[src/rtl/sleep_wake_pkg.sv]
package sleep_wake_pkg;
  localparam int NUM_CLS = 4;
  localparam int CAUSE_W = $clog2(NUM_CLS);

  localparam int CLS_PIN = 0;
  localparam int CLS_TMR = 1;
  localparam int CLS_CNT = 2;
  localparam int CLS_CMP = 3;

  typedef enum logic [2:0] {
    ST_RUN,
    ST_PDN,
    ST_SLEEP,
    ST_DEEP,
    ST_CRST,
    ST_SUPCHK,
    ST_OSCUP,
    ST_DOMON
  } pwr_state_e;
endpackage

[src/rtl/wake_edge_det.sv]
module wake_edge_det #(
  parameter int N_PIN = 4
) (
  input  logic             clk_i,
  input  logic             rst_ni,
  input  logic [N_PIN-1:0] pin_i,
  input  logic [N_PIN-1:0] pin_rise_i,
  input  logic [N_PIN-1:0] pin_mask_i,
  input  logic             cmp_lvl_i,
  output logic             pin_evt_o,
  output logic             cmp_evt_o
);
  logic             armed_q;
  logic [N_PIN-1:0] pin_q;
  logic             cmp_q;
  logic [N_PIN-1:0] hit;

  always_ff @(posedge clk_i or negedge rst_ni) begin
    if (!rst_ni) begin
      armed_q <= 1'b0;
      pin_q   <= '0;
      cmp_q   <= 1'b0;
    end else begin
      armed_q <= 1'b1;
      pin_q   <= pin_i;
      cmp_q   <= cmp_lvl_i;
    end
  end

  for (genvar g = 0; g < N_PIN; g++) begin : g_pin
    logic rise, fall;
    assign rise   = pin_i[g] & ~pin_q[g];
    assign fall   = ~pin_i[g] & pin_q[g];
    assign hit[g] = pin_mask_i[g] & (pin_rise_i[g] ? rise : fall);
  end

  // first sample after reset only primes history
  assign pin_evt_o = armed_q & (|hit);
  assign cmp_evt_o = armed_q & (cmp_lvl_i ^ cmp_q);
endmodule

[src/rtl/wake_pend.sv]
module wake_pend
  import sleep_wake_pkg::*;
#(
  parameter int N_TMR = 2,
  parameter int N_CNT = 2
) (
  input  logic               clk_i,
  input  logic               rst_ni,
  input  logic               pin_evt_i,
  input  logic [N_TMR-1:0]   timer_evt_i,
  input  logic [N_CNT-1:0]   count_evt_i,
  input  logic               cmp_evt_i,
  input  logic [NUM_CLS-1:0] clr_i,
  input  logic               flush_i,
  input  logic [NUM_CLS-1:0] en_i,
  output logic [NUM_CLS-1:0] pend_o,
  output logic               wake_o,
  output logic [CAUSE_W-1:0] cause_o
);
  logic [NUM_CLS-1:0] set, pend_q, act;

  always_comb begin
    set          = '0;
    set[CLS_PIN] = pin_evt_i;
    set[CLS_TMR] = |timer_evt_i;
    set[CLS_CNT] = |count_evt_i;
    set[CLS_CMP] = cmp_evt_i;
  end

  always_ff @(posedge clk_i or negedge rst_ni) begin
    if (!rst_ni)      pend_q <= '0;
    else if (flush_i) pend_q <= '0;
    else              pend_q <= (pend_q & ~clr_i) | set;
  end

  assign act    = pend_q & en_i;
  assign wake_o = |act;

  // lowest index wins: last assignment in a descending scan
  always_comb begin
    cause_o = '0;
    for (int i = NUM_CLS - 1; i >= 0; i--) begin
      if (act[i]) cause_o = CAUSE_W'(i);
    end
  end

  assign pend_o = pend_q;
endmodule

[src/rtl/pwr_fsm.sv]
module pwr_fsm
  import sleep_wake_pkg::*;
#(
  parameter int SETTLE = 4
) (
  input  logic               clk_i,
  input  logic               rst_ni,
  input  logic               sleep_req_i,
  input  logic               deep_sel_i,
  input  logic               ram_keep_i,
  input  logic               slow_off_i,
  input  logic               wake_i,
  input  logic               deep_pin_i,
  input  logic               supply_ok_i,
  input  logic               osc_stable_i,
  input  logic [CAUSE_W-1:0] cause_i,
  output logic               fast_osc_en_o,
  output logic               slow_osc_en_o,
  output logic               cpu_pwr_o,
  output logic               ram_pwr_o,
  output logic               cpu_rst_o,
  output logic               chip_rst_o,
  output logic               sleep_ack_o,
  output logic               flush_o,
  output logic [CAUSE_W-1:0] cause_o,
  output logic               cause_vld_o,
  output logic               ram_kept_o
);
  localparam int CNT_W = (SETTLE > 1) ? $clog2(SETTLE) : 1;
  localparam logic [CNT_W-1:0] CNT_LAST = CNT_W'(SETTLE - 1);

  pwr_state_e state_q, state_d;
  logic [CNT_W-1:0] cnt_q;
  logic deep_q, keep_q, slow_off_q;
  logic [CAUSE_W-1:0] cause_q;
  logic vld_q, kept_q;

  always_comb begin
    state_d = state_q;
    unique case (state_q)
      ST_RUN:    if (sleep_req_i) state_d = ST_PDN;
      ST_PDN:    state_d = deep_q ? ST_DEEP : ST_SLEEP;
      ST_SLEEP:  if (wake_i) state_d = ST_SUPCHK;
      ST_DEEP:   if (deep_pin_i) state_d = ST_CRST;
      ST_CRST:   state_d = ST_SUPCHK;
      ST_SUPCHK: if (supply_ok_i) state_d = ST_OSCUP;
      ST_OSCUP:  if (osc_stable_i) state_d = ST_DOMON;
      ST_DOMON:  if (cnt_q == CNT_LAST) state_d = ST_RUN;
      default:   state_d = ST_SUPCHK;
    endcase
  end

  always_ff @(posedge clk_i or negedge rst_ni) begin
    if (!rst_ni) begin
      state_q    <= ST_SUPCHK;
      cnt_q      <= '0;
      deep_q     <= 1'b0;
      keep_q     <= 1'b0;
      slow_off_q <= 1'b0;
      cause_q    <= '0;
      vld_q      <= 1'b0;
      kept_q     <= 1'b0;
    end else begin
      state_q <= state_d;
      if (state_q == ST_RUN && sleep_req_i) begin
        deep_q     <= deep_sel_i;
        keep_q     <= ram_keep_i & ~deep_sel_i;
        slow_off_q <= slow_off_i;
      end
      if (state_q == ST_SLEEP && wake_i) begin
        cause_q <= cause_i;
        vld_q   <= 1'b1;
        kept_q  <= keep_q;
      end
      if (state_q == ST_CRST) begin
        cause_q <= '0;
        vld_q   <= 1'b0;
        kept_q  <= 1'b0;
        deep_q  <= 1'b0;
      end
      if (state_q == ST_OSCUP) cnt_q <= '0;
      else if (state_q == ST_DOMON) cnt_q <= cnt_q + 1'b1;
    end
  end

  logic asleep;
  assign asleep = (state_q == ST_PDN) || (state_q == ST_SLEEP);

  assign fast_osc_en_o = (state_q == ST_OSCUP) || (state_q == ST_DOMON) || (state_q == ST_RUN);
  assign cpu_pwr_o     = (state_q == ST_DOMON) || (state_q == ST_RUN);
  assign cpu_rst_o     = (state_q != ST_RUN);
  assign sleep_ack_o   = (state_q == ST_PDN);
  assign chip_rst_o    = (state_q == ST_CRST);
  assign flush_o       = (state_q == ST_CRST);

  always_comb begin
    if (state_q == ST_DEEP) begin
      slow_osc_en_o = 1'b0;
      ram_pwr_o     = 1'b0;
    end else if (asleep) begin
      slow_osc_en_o = ~slow_off_q & ~deep_q;
      ram_pwr_o     = keep_q & ~deep_q;
    end else begin
      slow_osc_en_o = 1'b1;
      ram_pwr_o     = 1'b1;
    end
  end

  assign cause_o     = cause_q;
  assign cause_vld_o = vld_q;
  assign ram_kept_o  = kept_q;
endmodule

[src/rtl/sleep_wake_seq.sv]
module sleep_wake_seq
  import sleep_wake_pkg::*;
#(
  parameter int N_PIN  = 4,
  parameter int N_TMR  = 2,
  parameter int N_CNT  = 2,
  parameter int SETTLE = 4
) (
  input  logic               clk_i,
  input  logic               rst_ni,
  input  logic               sleep_req_i,
  input  logic               deep_sel_i,
  input  logic               ram_keep_i,
  input  logic               slow_off_i,
  input  logic [N_PIN-1:0]   pin_i,
  input  logic [N_PIN-1:0]   pin_rise_i,
  input  logic [N_PIN-1:0]   pin_mask_i,
  input  logic [N_TMR-1:0]   timer_evt_i,
  input  logic [N_CNT-1:0]   count_evt_i,
  input  logic               cmp_lvl_i,
  input  logic [NUM_CLS-1:0] src_en_i,
  input  logic [NUM_CLS-1:0] pend_clr_i,
  input  logic               supply_ok_i,
  input  logic               fast_osc_stable_i,
  output logic               fast_osc_en_o,
  output logic               slow_osc_en_o,
  output logic               cpu_pwr_o,
  output logic               ram_pwr_o,
  output logic               cpu_rst_o,
  output logic               chip_rst_o,
  output logic               sleep_ack_o,
  output logic [NUM_CLS-1:0] pending_o,
  output logic [CAUSE_W-1:0] wake_cause_o,
  output logic               cause_vld_o,
  output logic               ram_kept_o
);
  logic pin_evt, cmp_evt, wake, flush;
  logic [CAUSE_W-1:0] cause;

  wake_edge_det #(.N_PIN(N_PIN)) u_edge (
    .clk_i      (clk_i),
    .rst_ni     (rst_ni),
    .pin_i      (pin_i),
    .pin_rise_i (pin_rise_i),
    .pin_mask_i (pin_mask_i),
    .cmp_lvl_i  (cmp_lvl_i),
    .pin_evt_o  (pin_evt),
    .cmp_evt_o  (cmp_evt)
  );

  wake_pend #(.N_TMR(N_TMR), .N_CNT(N_CNT)) u_pend (
    .clk_i       (clk_i),
    .rst_ni      (rst_ni),
    .pin_evt_i   (pin_evt),
    .timer_evt_i (timer_evt_i),
    .count_evt_i (count_evt_i),
    .cmp_evt_i   (cmp_evt),
    .clr_i       (pend_clr_i),
    .flush_i     (flush),
    .en_i        (src_en_i),
    .pend_o      (pending_o),
    .wake_o      (wake),
    .cause_o     (cause)
  );

  pwr_fsm #(.SETTLE(SETTLE)) u_fsm (
    .clk_i         (clk_i),
    .rst_ni        (rst_ni),
    .sleep_req_i   (sleep_req_i),
    .deep_sel_i    (deep_sel_i),
    .ram_keep_i    (ram_keep_i),
    .slow_off_i    (slow_off_i),
    .wake_i        (wake),
    .deep_pin_i    (pin_evt & src_en_i[CLS_PIN]),
    .supply_ok_i   (supply_ok_i),
    .osc_stable_i  (fast_osc_stable_i),
    .cause_i       (cause),
    .fast_osc_en_o (fast_osc_en_o),
    .slow_osc_en_o (slow_osc_en_o),
    .cpu_pwr_o     (cpu_pwr_o),
    .ram_pwr_o     (ram_pwr_o),
    .cpu_rst_o     (cpu_rst_o),
    .chip_rst_o    (chip_rst_o),
    .sleep_ack_o   (sleep_ack_o),
    .flush_o       (flush),
    .cause_o       (wake_cause_o),
    .cause_vld_o   (cause_vld_o),
    .ram_kept_o    (ram_kept_o)
  );
endmodule

[config.mk]
export PLATFORM = sky130hd
export DESIGN_NAME = sleep_wake_seq
export DESIGN_NICKNAME = d
export VERILOG_FILES = /design/src/rtl/sleep_wake_pkg.sv /design/src/rtl/wake_edge_det.sv /design/src/rtl/wake_pend.sv /design/src/rtl/pwr_fsm.sv /design/src/rtl/sleep_wake_seq.sv
export SDC_FILE = /design/constraint.sdc
export NUM_CORES = 1
export LEC_CHECK = 0
export BUFFER_PORTS_ARGS = -buffer_cell sky130_fd_sc_hd__buf_2
export CORE_UTILIZATION = 48
export DETAILED_ROUTE_END_ITERATION = 10
export PLACE_DENSITY = 0.79
export SKIP_LAST_GASP = 1
export SLEW_MARGIN = 40
export SYNTH_ARGS = -nofsm -noshare
export SYNTH_HDL_FRONTEND = slang
export SYNTH_SLANG_ARGS = --single-unit
[constraint.sdc]
create_clock -name clk_i -period 1.8 [get_ports clk_i]
set_input_delay 0.18 -clock clk_i [delete_from_list [all_inputs] [get_ports clk_i]]
set_output_delay 0.18 -clock clk_i [all_outputs]
set_load 0.01 [all_outputs]
==> flow_metrics.tcl <==
set metrics [dict create \
    synth_top_area_share_pct 39.72 \
    first_pass_iters 4 \
    worstPathMaxFanout 17 \
    drt_iter0_drc 6 \
    routedWlPerCell_um 14.28 \
    cp_top_family "simple AND/OR/NAND/NOR gates" \
    yosys-top-cells-area "dfrtp_1 (40%), nand2_1 (4.5%), nand4bb_1 (4.5%)" \
    p_clk_share_pct 16.7 \
    synthArstFlopShare_pct 100.0 \
    setup_tns_ps 0 \
    synth-seq-cells 22 \
    hpwl_mm 2.160 \
    drive_gt1_share_pct 36.31 \
    pwr-share-seq_pct 39.8 \
    ios 48 \
    cts.root.buffer_cell "clkbuf_4" \
    ys.flop_type "dfrtp_1" \
    combPwrFrac_pct 43.6 \
    cts_tree "yes" \
    hold_viol 0 \
    max_stage_delay_ps 540 \
    critPathKind "register to output port" \
    vdd_drop_max_mv 1.025 \
    synth.avg_cell_area_um2 10.08 \
    std_cell_rows 18 \
    required_ps 1620 \
    vias 1194 \
    wl_mm 2.985 \
    grt_usage_pct 21.90 \
    netlist_area_um2 1260 \
    clkTransAtPathRegs_ps 130 \
    core_um2 2477 \
    io_buffers 47 \
    drc 0 \
    ant_nets 0 \
    layout.nets 214 \
    overflow 0 \
    yosysMostFrequentCell "dfrtp_1" \
    gp_congestion 0.8424 \
    synth_cells 125 \
    clock_latency_ps 310 \
    grt_pass1_wl_mm 4.554 \
    ys_top_cells_by_count "dfrtp_1 (20), nand2_1 (15), o21ai_0 (8)" \
    period_needed_ps 1709 \
    cp-end-kind "output port" \
    p_leak_nw 0.8042 \
    finalSetupViolations 0 \
    cp_slowest_cell "dfrtp_2" \
    ys_types 43 \
    ys_warn_count 0 \
    hold_slack_ps 84.06 \
    maxCapViolCount 0 \
    grt_max_degree 23 \
    diodes 0 \
    die_x_um 53.24 \
    fmax_mhz 585.1 \
    cts_sinks 22 \
    drt-vias-per-instance 5.713 \
    fin_crit_sh_pct 94.95 \
    path_cells "or3_4 -> nand2_1 -> buf_2" \
    cts.path.max_buffers 2 \
    p_per_area_nw_per_um2 1393 \
    ys_seq_area_share_pct 43.89 \
    grt_pass1_vias 1157 \
    cts_buffers 3 \
    crit_buf_inv 1 \
    p_sw_w 0.0008950 \
    die_area_um2 2834 \
    final_max_slew_viol_count 0 \
    p_int_w 0.001398 \
    min_path_type "input port to register" \
    synth_enable_flop_cells 0 \
    die_h_um 53.24 \
    start_util_pct 50.86 \
    clock_skew_ps 1.024 \
    synth_nets 159 \
    area_growth_pct 30.59 \
    yosysTopAreaCell "dfrtp_1" \
    crit_path_start_kind "register" \
    antenna_found_initial 0 \
    rsz0062_at_grt "no" \
    status "finished clean" \
    sw_frac_of_total_pct 39.04 \
    h-tree-depth 1 \
    arrival_ps 1530 \
]
## worst register-to-register path: stages, from the launching register on
cell and delay, ps:
dfrtp_2 540, or3_4 480, nor2_8 120, mux2_4 300
## cells by family (layout without fill, tap and decap cells)
group / count (synthesis) / in the layout / synth area share (%)
compound gates: 38 / 38 / 22.64
fa+ha+maj: 1 / 1 / 0.9929
xor+xnor: 1 / 1 / 0.6953
flops: 22 / 22 / 43.89
buf+inv: 12 / 66 / 4.866
mux: 3 / 3 / 3.178
simple gates: 47 / 47 / 23.44
other cells: 1 / 1 / 0.2976
## registers in the layout, indices dropped and copies added, names as in the netlist
register / cells
u_fsm.keep_q: 1
u_edge.armed_q: 1
u_edge.cmp_q: 1
u_fsm.cause_o: 2
u_fsm.state_q: 3
u_fsm.cause_vld_o: 1
u_fsm.deep_q: 1
u_fsm.cnt_q: 2
u_edge.pin_q: 4
u_fsm.ram_kept_o: 1
u_pend.pend_o: 4
u_fsm.slow_off_q: 1
## power by group through the flow
stage          clock network (W)  logic (W)  registers, W
2_1_floorplan                  0   0.000726      0.000819
3_3_place_gp                   0   0.000853      0.000912
3_5_place_dp                   0   0.000894      0.000928
4_1_cts                 0.000387   0.000912      0.000920
5_1_grt                 0.000404    0.00110      0.000941
6_report                0.000382   0.000999      0.000912
## per-layer routing
metal  wire, um  vias to the layer above  GRT usage [%]
li1           -                      564              -
met1       1261                      596          24.86
met2       1596                       29          41.67
met3         92                        5          2.586
met4         34                        0          6.579
met5          0                        -              0
## final cells by class
type / instances / area, um2
well taps: 30 / 37.54
multi-input cells: 91 / 648.1
inverters: 7 / 26.28
flip-flops and latches: 22 / 558.0
clock buffers: 3 / 22.52
clock inverters: 1 / 30.03
fillers: 219 / 832.0
repair buffers: 55 / 322.8
## final timing paths
check	from	endpoint	slack, ps	cells after the start
max	u_fsm.state_q[1]	fast_osc_en_o	90	3
min	timer_evt_i[0]	u_pend.pend_o[1]	80	3
min in group asynchronous	rst_ni	u_fsm.cnt_q[0]	350	2
max reg2reg	u_fsm.state_q[1]	u_fsm.slow_off_q	250	3
max in group asynchronous	rst_ni	u_fsm.state_q[2]	1100	2
min reg2reg	u_fsm.cause_vld_o	u_fsm.cause_vld_o	520	1
## through the flow
step / power (W) / setup WS [ps] / cell area, um2 / util, % / instances
finish: 0.002293 / 90.87 / 1645 / 66.41 / 209
global route: 0.002447 / 4.735 / 1645 / 66.41 / 209
CTS: 0.002219 / 8.910 / 1610 / 65.00 / 207
detailed placement: 0.001821 / 210.9 / 1498 / 60.45 / 197
global placement: 0.001765 / 250.7 / 1498 / 60.45 / 197
floorplan: 0.001545 / 357.9 / 1260 / - / 125
## what timing repair did
item                       4_1_cts  5_1_grt
hold endpoints to repair        25        0
resized for setup                0        3
setup endpoints to repair        0        6
hold buffers                     6        0
buffers inserted                 0        2
## cells in the final DEF, fill, tap and decap left out, types with 4 or more instances in the layout
| cell type | netlist | layout |
|---|---|---|
| buf_2 | 1 | 47 |
| dfrtp_1 | 20 | 19 |
| nand2_1 | 15 | 14 |
| o21ai_0 | 8 | 8 |
| nor2_1 | 7 | 7 |
| inv_1 | 7 | 7 |
| a21oi_1 | 7 | 7 |
| dlygate4sd3_1 | 0 | 6 |
| nand2b_1 | 5 | 5 |
| nand4bb_1 | 5 | 5 |
| nand4b_1 | 4 | 4 |
| a21o_1 | 4 | 4 |
| clkbuf_4 | 0 | 4 |
No activity file was read; power rests on OpenSTA's default activity.
